$ cat src/rtl/rlx_pkg.sv
package rlx_pkg;

   // Class of a code byte, resolved by the decoder
   typedef enum logic [2:0] {
      CLS_EMPTY      = 3'd0,
      CLS_ONES_TERM  = 3'd1,
      CLS_ONES_FULL  = 3'd2,
      CLS_ZEROS_TERM = 3'd3,
      CLS_SINGLE_ONE = 3'd4
   } rlx_cls_e;

   function automatic int rlx_max(input int a, input int b);
      return (a > b) ? a : b;
   endfunction

endpackage

$ cat src/rtl/rlx_code_decode.sv
module rlx_code_decode
   import rlx_pkg::*;
#(
   parameter int CODE_W   = 8,
   parameter int MAX_ONES = 226,
   parameter int CNT_W    = 8
) (
   input  logic [CODE_W-1:0] code,
   output rlx_cls_e          cls,
   output logic [CNT_W-1:0]  run_len,
   output logic              run_val,
   output logic              run_term
);
   localparam logic [CODE_W-1:0] C_ONES_LO = CODE_W'(1);
   localparam logic [CODE_W-1:0] C_ONES_HI = CODE_W'(MAX_ONES);
   localparam logic [CODE_W-1:0] C_FULL    = CODE_W'(MAX_ONES + 1);
   localparam logic [CODE_W-1:0] C_ZBASE   = CODE_W'(MAX_ONES + 2);
   localparam logic [CODE_W-1:0] C_TOP     = {CODE_W{1'b1}};

   initial begin
      if (CODE_W < 2)
         $error("rlx_code_decode: CODE_W must be at least 2");
      if (MAX_ONES < 1 || MAX_ONES + 2 > (1 << CODE_W) - 1)
         $error("rlx_code_decode: MAX_ONES leaves no room for the zero-run range");
   end

   logic [CODE_W-1:0] zero_off;
   assign zero_off = code - C_ZBASE;

   always_comb begin
      if (code == '0)
         cls = CLS_EMPTY;
      else if (code >= C_ONES_LO && code <= C_ONES_HI)
         cls = CLS_ONES_TERM;
      else if (code == C_FULL)
         cls = CLS_ONES_FULL;
      else if (code == C_TOP)
         cls = CLS_SINGLE_ONE;
      else
         cls = CLS_ZEROS_TERM;
   end

   always_comb begin
      run_len  = '0;
      run_val  = 1'b0;
      run_term = 1'b0;
      unique case (cls)
         CLS_ONES_TERM: begin
            run_len  = CNT_W'(code);
            run_val  = 1'b1;
            run_term = 1'b1;
         end
         CLS_ONES_FULL: begin
            run_len  = CNT_W'(MAX_ONES);
            run_val  = 1'b1;
         end
         CLS_ZEROS_TERM: begin
            run_len  = CNT_W'(zero_off);
            run_val  = 1'b0;
            run_term = 1'b1;
         end
         CLS_SINGLE_ONE: begin
            run_len  = CNT_W'(1);
            run_val  = 1'b1;
         end
         default: begin
            run_len  = '0;
         end
      endcase
   end

endmodule

$ cat src/rtl/rlx_run_engine.sv
module rlx_run_engine #(
   parameter int CNT_W = 8
) (
   input  logic             clk,
   input  logic             rst,
   input  logic             load,
   input  logic [CNT_W-1:0] ld_len,
   input  logic             ld_val,
   input  logic             ld_term,
   input  logic             out_ready,
   output logic             out_valid,
   output logic             out_bit,
   output logic             last_bit
);
   initial begin
      if (CNT_W < 1)
         $error("rlx_run_engine: CNT_W must be positive");
   end

   logic [CNT_W-1:0] remain_q;
   logic             level_q;
   logic             close_q;
   logic             run_live;
   logic             fire;

   assign run_live  = (remain_q != '0);
   assign out_valid = run_live || close_q;
   assign out_bit   = run_live ? level_q : ~level_q;
   assign last_bit  = out_valid &&
                      ((remain_q == CNT_W'(1) && !close_q) || (!run_live && close_q));
   assign fire      = out_valid && out_ready;

   always_ff @(posedge clk) begin
      if (rst) begin
         remain_q <= '0;
         level_q  <= 1'b0;
         close_q  <= 1'b0;
      end else if (load) begin
         remain_q <= ld_len;
         level_q  <= ld_val;
         close_q  <= ld_term;
      end else if (fire) begin
         if (run_live)
            remain_q <= remain_q - CNT_W'(1);
         else
            close_q  <= 1'b0;
      end
   end

   AST_HOLD_STALL: assert property (@(posedge clk) disable iff (rst)
      out_valid && !out_ready |=> out_valid && $stable(out_bit)) else $error("hold");

   AST_RESET_IDLE: assert property (@(posedge clk)
      rst |=> !out_valid) else $error("reset");

   AST_LAST_DRAINS: assert property (@(posedge clk) disable iff (rst)
      last_bit && out_ready && !load |=> !out_valid) else $error("drain");

endmodule

$ cat src/rtl/rlx_expander.sv
module rlx_expander
   import rlx_pkg::*;
#(
   parameter int CODE_W       = 8,
   parameter int MAX_ONES     = 226,
   parameter bit LAST_OVERLAP = 1'b0
) (
   input  logic              clk,
   input  logic              rst,
   input  logic              in_valid,
   output logic              in_ready,
   input  logic [CODE_W-1:0] in_code,
   output logic              out_valid,
   input  logic              out_ready,
   output logic              out_bit
);
   localparam int ZRUN_MAX = (1 << CODE_W) - 2 - (MAX_ONES + 2);
   localparam int LEN_MAX  = rlx_max(MAX_ONES, ZRUN_MAX);
   localparam int CNT_W    = $clog2(LEN_MAX + 1);

   initial begin
      if (ZRUN_MAX < 0)
         $error("rlx_expander: code width too small for MAX_ONES");
   end

   rlx_cls_e         cls;
   logic [CNT_W-1:0] dec_len;
   logic             dec_val;
   logic             dec_term;
   logic             last_bit;
   logic             take;

   rlx_code_decode #(
      .CODE_W   (CODE_W),
      .MAX_ONES (MAX_ONES),
      .CNT_W    (CNT_W)
   ) i_decode (
      .code     (in_code),
      .cls      (cls),
      .run_len  (dec_len),
      .run_val  (dec_val),
      .run_term (dec_term)
   );

   generate
      if (LAST_OVERLAP) begin : g_overlap
         assign in_ready = !out_valid || (out_ready && last_bit);
      end else begin : g_idle_only
         assign in_ready = !out_valid;
      end
   endgenerate

   assign take = in_valid && in_ready;

   rlx_run_engine #(
      .CNT_W (CNT_W)
   ) i_engine (
      .clk       (clk),
      .rst       (rst),
      .load      (take),
      .ld_len    (dec_len),
      .ld_val    (dec_val),
      .ld_term   (dec_term),
      .out_ready (out_ready),
      .out_valid (out_valid),
      .out_bit   (out_bit),
      .last_bit  (last_bit)
   );

   AST_NO_TAKE_BUSY: assert property (@(posedge clk) disable iff (rst)
      take |-> !out_valid || (LAST_OVERLAP && out_ready && last_bit)) else $error("busy");

   AST_EMPTY_CODE: assert property (@(posedge clk) disable iff (rst)
      take && cls == CLS_EMPTY |=> !out_valid && in_ready) else $error("empty");

   AST_LOAD_SHOWS: assert property (@(posedge clk) disable iff (rst)
      take && cls != CLS_EMPTY |=> out_valid) else $error("load");

   AST_RESET_READY: assert property (@(posedge clk)
      rst |=> in_ready) else $error("rdy");

endmodule

$ cat config.mk
export PLATFORM = sky130hd
export DESIGN_NAME = rlx_expander
export DESIGN_NICKNAME = d
export VERILOG_FILES = /design/src/rtl/rlx_pkg.sv /design/src/rtl/rlx_code_decode.sv /design/src/rtl/rlx_run_engine.sv /design/src/rtl/rlx_expander.sv
export SDC_FILE = /design/constraint.sdc
export NUM_CORES = 1
export LEC_CHECK = 0
export CAP_MARGIN = 20
export CORE_MARGIN = 4
export CORE_UTILIZATION = 29
export DETAILED_ROUTE_END_ITERATION = 16
export DONT_BUFFER_PORTS = 1
export PLACE_DENSITY = 0.41
export SLEW_MARGIN = 20
export SYNTH_ARGS = -nofsm -noshare
export SYNTH_HDL_FRONTEND = slang
export SYNTH_SLANG_ARGS = --single-unit
$ cat constraint.sdc
create_clock -name clk -period 2.5 [get_ports clk]
set_clock_uncertainty 0.05 [all_clocks]
set_input_delay 0.625 -clock clk [delete_from_list [all_inputs] [get_ports clk]]
set_output_delay 0.625 -clock clk [all_outputs]
set_load 0.01 [all_outputs]
Word-level counts from Yosys, hierarchy flattened
Index checks and enable logic that the tools add are counted.
Widths: inputs -> output; s select.
{"block": "word_totals", "memories": 0, "latch_bits": 0, "romBits": 0, "in_bits": 12, "mem_bits_rw": 0, "regBits": 10, "word_cells": 42, "out_inout_bits": 3}
{"block": "op_classes", "order_cmp": 2, "n_eq_ne": 7, "multipliers": 0, "n_bitwise": 1, "n_mux": 14, "add_sub_neg": 2, "n_div": 0, "n_reduce_logical": 13, "shift": 0}
{"op": "$pmux 8 s4", "count": 1}
{"op": "$mux 8", "count": 3}
{"op": "$eq 8x8->1 const B", "count": 2}
{"op": "$mux 3", "count": 4}
{"op": "$ge 8x1->1 const B", "count": 1}
{"op": "$le 8x8->1 const B", "count": 1}
{"op": "$logic_not 8->1", "count": 1}
{"op": "$reduce_bool 8->1", "count": 1}
{"op": "$sub 8x1->8 const B", "count": 1}
{"op": "$sub 8x8->8 const B", "count": 1}
{"op": "$eq 3x2->1 const B", "count": 2}
{"op": "$mux 1", "count": 6}
{"op": "$reduce_and 2->1", "count": 2}
{"op": "$reduce_bool 2->1", "count": 2}
{"op": "$eq 3x1->1 const B", "count": 1}
{"op": "$eq 3x3->1 const B", "count": 1}
{"op": "$logic_and 1x1->1", "count": 3}
{"op": "$reduce_or 3->1", "count": 1}
{"op": "$ne 2x1->1 const B", "count": 1}
{"op": "$reduce_or 2->1", "count": 1}
{"op": "$logic_not 1->1", "count": 1}
{"op": "$logic_or 1x1->1", "count": 1}
{"op": "$not 1->1", "count": 1}

Logic depth before layout (Yosys ltp)
{"block": "depth", "ltp_word": 9, "mapped_depth": 8}

By module
A second synthesis with hierarchy kept.
{"block": "hier_totals", "cells_unflattened": 130, "area_unflattened_um2": 1026.0}
{"mod": "rlx_run_engine", "seq_area_each_um2": 200.2, "cells_per_inst": 77, "area_per_inst_um2": 651.9, "n_inst": 1}
{"mod": "rlx_code_decode", "seq_area_each_um2": 0.0, "cells_per_inst": 51, "area_per_inst_um2": 364.1, "n_inst": 1}
{"mod": "rlx_expander", "seq_area_each_um2": 0.0, "cells_per_inst": 2, "area_per_inst_um2": 10.0, "n_inst": 1}

Worst setup path after synthesis
Ideal clock, no wire load.
{"block": "synth_timing", "kind": "reg2out", "from": "register i_engine.remain_q[0]", "to": "output port in_ready", "n_path_buf": 0, "path_stages_with_launch": 6, "required_time_ns": 1.825, "arrival_ns": 1.490, "setup_slack_ns": 0.335, "cell_sequence": "dfxtp_1 -> inv_1 -> ha_1 -> or3b_4 -> or3_1 -> inv_1"}
{"block": "synth_via", "elab_chain_len": 3}
{"element": "start, declared", "line": "rlx_run_engine.sv:20", "rtl": "logic [CNT_W-1:0] remain_q;"}
{"element": "start signal, assigned", "line": "rlx_run_engine.sv:39", "rtl": "remain_q <= ld_len;"}
{"element": "start signal, assigned", "line": "rlx_run_engine.sv:44", "rtl": "remain_q <= remain_q - CNT_W'(1);"}
{"element": "$reduce_bool 8->1", "line": "rlx_run_engine.sv:26", "rtl": "assign run_live = (remain_q != '0);"}
{"element": "$logic_or 1x1->1", "line": "rlx_run_engine.sv:27", "rtl": "assign out_valid = run_live || close_q;"}
{"element": "net out_valid", "line": "rlx_expander.sv:13", "rtl": "output logic out_valid,"}
{"element": "$logic_not 1->1", "line": "rlx_expander.sv:49", "rtl": "assign in_ready = !out_valid;"}
{"element": "end, declared", "line": "rlx_expander.sv:11", "rtl": "output logic in_ready,"}
The timed path passes the listed nets, and every way through them passes these cells.

Worst setup path in the final report
{"block": "layout_timing", "from": "register i_engine.remain_q[1]", "to": "output port in_ready"}
The elaborated chain is that of the path after synthesis.

==> impl_metrics.tcl <==
set metrics [dict create \
    status "completed" \
    min_period_over_period_pct 97.15 \
    cts_tree "done" \
    rr_startpoint "i_engine.remain_q[2]" \
    dr.pass1.iters 4 \
    antenna_cells 0 \
    grt_remaining_overflow 0 \
    core_um2 3128 \
    path_delay_family "simple AND/OR/NAND/NOR gates" \
    grt_pass1_wl_mm 4.353 \
    final_antenna_net_count 0 \
    path_max_fanout 5 \
    drcViolationCount 0 \
    rows 20 \
    path_cells "inv_1, ha_4, or3b_4, or3_4, inv_2" \
    antenna_found_initial 0 \
    syn_area_per_cell_um2 8.024 \
    syn_area_um2 970.9 \
    cp.required_ps 1820 \
    insertion_delay_ps 260 \
    wire_per_inst_um 15.09 \
    reg2reg_depth 5 \
    dpl.hpwl_mm 2.030 \
    combPwrFrac_pct 60.4 \
    die_area_um2 4338 \
    cts_num_sinks 10 \
    p_seq_share_pct 25.9 \
    cp.depth 5 \
    seq_area_frac_synth_pct 20.62 \
    p_per_area_nw_per_um2 1011 \
    grt_setup_unrepaired "false" \
    slowest_delay_ps 410 \
    clkPwrFrac_pct 13.7 \
    timing.rr.end "i_engine.remain_q[5]" \
    grt_pass1_vias 909 \
    final_common_cell "nand2_1" \
    postSynth.asyncResetShare_pct 0 \
    layout_common_cells "nand2_1, dfxtp_1, or3_1, a21oi_1, nor2_1" \
    cts_buffers 3 \
    setup_tns_ps 0 \
    final-hold-violation-count 0 \
    wl_mm 2.520 \
    dieWidth_um 65.86 \
    drt_iter0_drc 57 \
    root_buffer "clkbuf_4" \
    finalCriticalPeriod_ps 2429 \
    p_switching_w 0.0004850 \
    layout.filler_cells 350 \
    syn2layout_area_growth_pct 9.794 \
    leakagePower_nw 0.3922 \
    critPathKind "register to output port" \
    slew_headroom_pct 51.09 \
    critPathSlowestCell "or3b_4" \
    seq_area_um2 201.4 \
    setup.worst_path.end_class "output port" \
    switching_share_pct 44.99 \
    drive_gt1_share_pct 21.95 \
    ios 15 \
    arrival_ps 1750 \
    grt_start_max_net_pins 13 \
    drt-vias-per-instance 5.389 \
    p_int_w 0.0005930 \
    critPathBufInv 2 \
    postSynthCellCount 121 \
    vias 900 \
    fin_nets 140 \
    crit_end "in_ready" \
    cp-startpoint "i_engine.remain_q[1]" \
    irDropWorstVdd_mv 0.1816 \
    port_buffers 0 \
    synth_edf_count 0 \
    place_congestion 0.7416 \
    place_ws_ps 244.2 \
    htreeDepth 1 \
    clk_pin_slew_ps 70 \
    ys.flop_type "dfxtp_1" \
    ys_seq_elements 10 \
    setup_ws_ps 71.20 \
    initial_core_util_pct 31.04 \
    setup_viol 0 \
    rrSetupSlack_ps 540 \
    drv_slew 0 \
    holdCritPathClass "input pin to register" \
    multiInputGateArea_um2 739.5 \
    ys_warn_count 0 \
    gr-usage-all-layers_pct 13.04 \
    clock_tree.buffer_depth 2 \
    max_slew.worst_pin.slew_ps 726.9 \
    crit_path_start_kind "register" \
    syn-num-nets 137 \
    maxCapViolCount 0 \
    die_y_um 65.86 \
    fmax_mhz 411.7 \
    yosysUniqueCellTypes 51 \
]
-- cell usage after synthesis, drive strengths merged, types with 2 or more instances --
cell / instances / area, um^2
clkbuf: 2 / 17.51
nand4: 2 / 12.51
o22ai: 2 / 12.51
nand2: 13 / 51.30
xor2: 2 / 17.52
o21ai: 8 / 40.03
xnor2: 3 / 26.28
dfxtp: 10 / 200.2
inv: 7 / 26.28
nor2: 8 / 32.54
ha: 4 / 50.05
nor4: 2 / 27.53
nand3: 2 / 22.52
and3: 3 / 20.02
a211oi: 3 / 22.52
nor3: 7 / 40.04
a21oi: 8 / 43.79
or3: 9 / 56.30
o211ai: 2 / 15.01
a311oi: 2 / 17.52
-- worst min-delay path by stage --
stage	start	end	slack [ps]	cells past startpoint
6_report	rst	i_engine.remain_q[0]	360	1
5_1_grt	rst	i_engine.remain_q[0]	360	1
4_1_cts	rst	i_engine.remain_q[2]	370	1
3_5_place_dp	i_engine.level_q	i_engine.level_q	410	2
3_3_place_gp	i_engine.level_q	i_engine.level_q	400	2
2_1_floorplan	i_engine.level_q	i_engine.level_q	390	2
-- power by group through the flow --
stage	registers, W	clock network, W	logic [W]
floorplan	0.000271	0	0.000508
global placement	0.000281	0	0.000623
detailed placement	0.000280	0	0.000619
CTS	0.000278	0.000150	0.000636
global route	0.000291	0.000162	0.000730
finish	0.000279	0.000148	0.000651
-- routing by layer --
metal  global-route usage [%]  routed length (um)
met5                        0                   0
met1                    16.67                1213
met4                    4.663                  29
met3                    3.231                 118
met2                    21.03                1160
-- cell families (layout without fill, tap and decap cells) --
group	after synthesis	after routing	share of synthesized area (%)
compound gates	34	34	24.87
xor+xnor	5	5	4.511
fa+ha+maj	4	4	5.155
buf+inv	10	12	5.025
flops	10	10	20.62
mux	1	1	1.160
simple gates	57	57	38.66
-- cell type report --
class	instances	area share (%)
tap	44	5.164
multi-input combinational	101	69.37
inverter	7	2.465
sequential	10	18.90
timing repair buffer	1	0.7042
clock buffer	4	3.404
-- state kept, by name, indices dropped and copies added, names as in the netlist --
signal	count
i_engine.level_q	1
i_engine.close_q	1
i_engine.remain_q	8
-- worst reg2reg max path: stages, from the launching register on --
cell      delay (ps)
dfxtp_1          390
nor4_1           670
nand3b_1         160
or3_1            330
a21oi_1          170
a41o_1           120
-- timing repair --
| item | CTS | global route |
|---|---|---|
| setup buffers | 0 | 0 |
| hold buffers | 0 | 0 |
| hold endpoints to repair | 0 | 0 |
| gates resized for setup | 2 | 4 |
| endpoints found under the setup margin | 1 | 1 |
-- per-stage QoR --
stage	util, %	area, um^2	instances	total power (W)	hold slack [ps]
after detailed placement	32.32	1011	163	0.0008991	408.6
final	34.08	1066	167	0.001078	363.8
after floorplan	-	970.9	121	0.0007793	392.4
after global routing	34.08	1066	167	0.001183	355.8
after CTS	33.72	1055	167	0.001063	367.3
after global placement	32.32	1011	163	0.0009037	399.9
(Power assumes the default switching activity.)
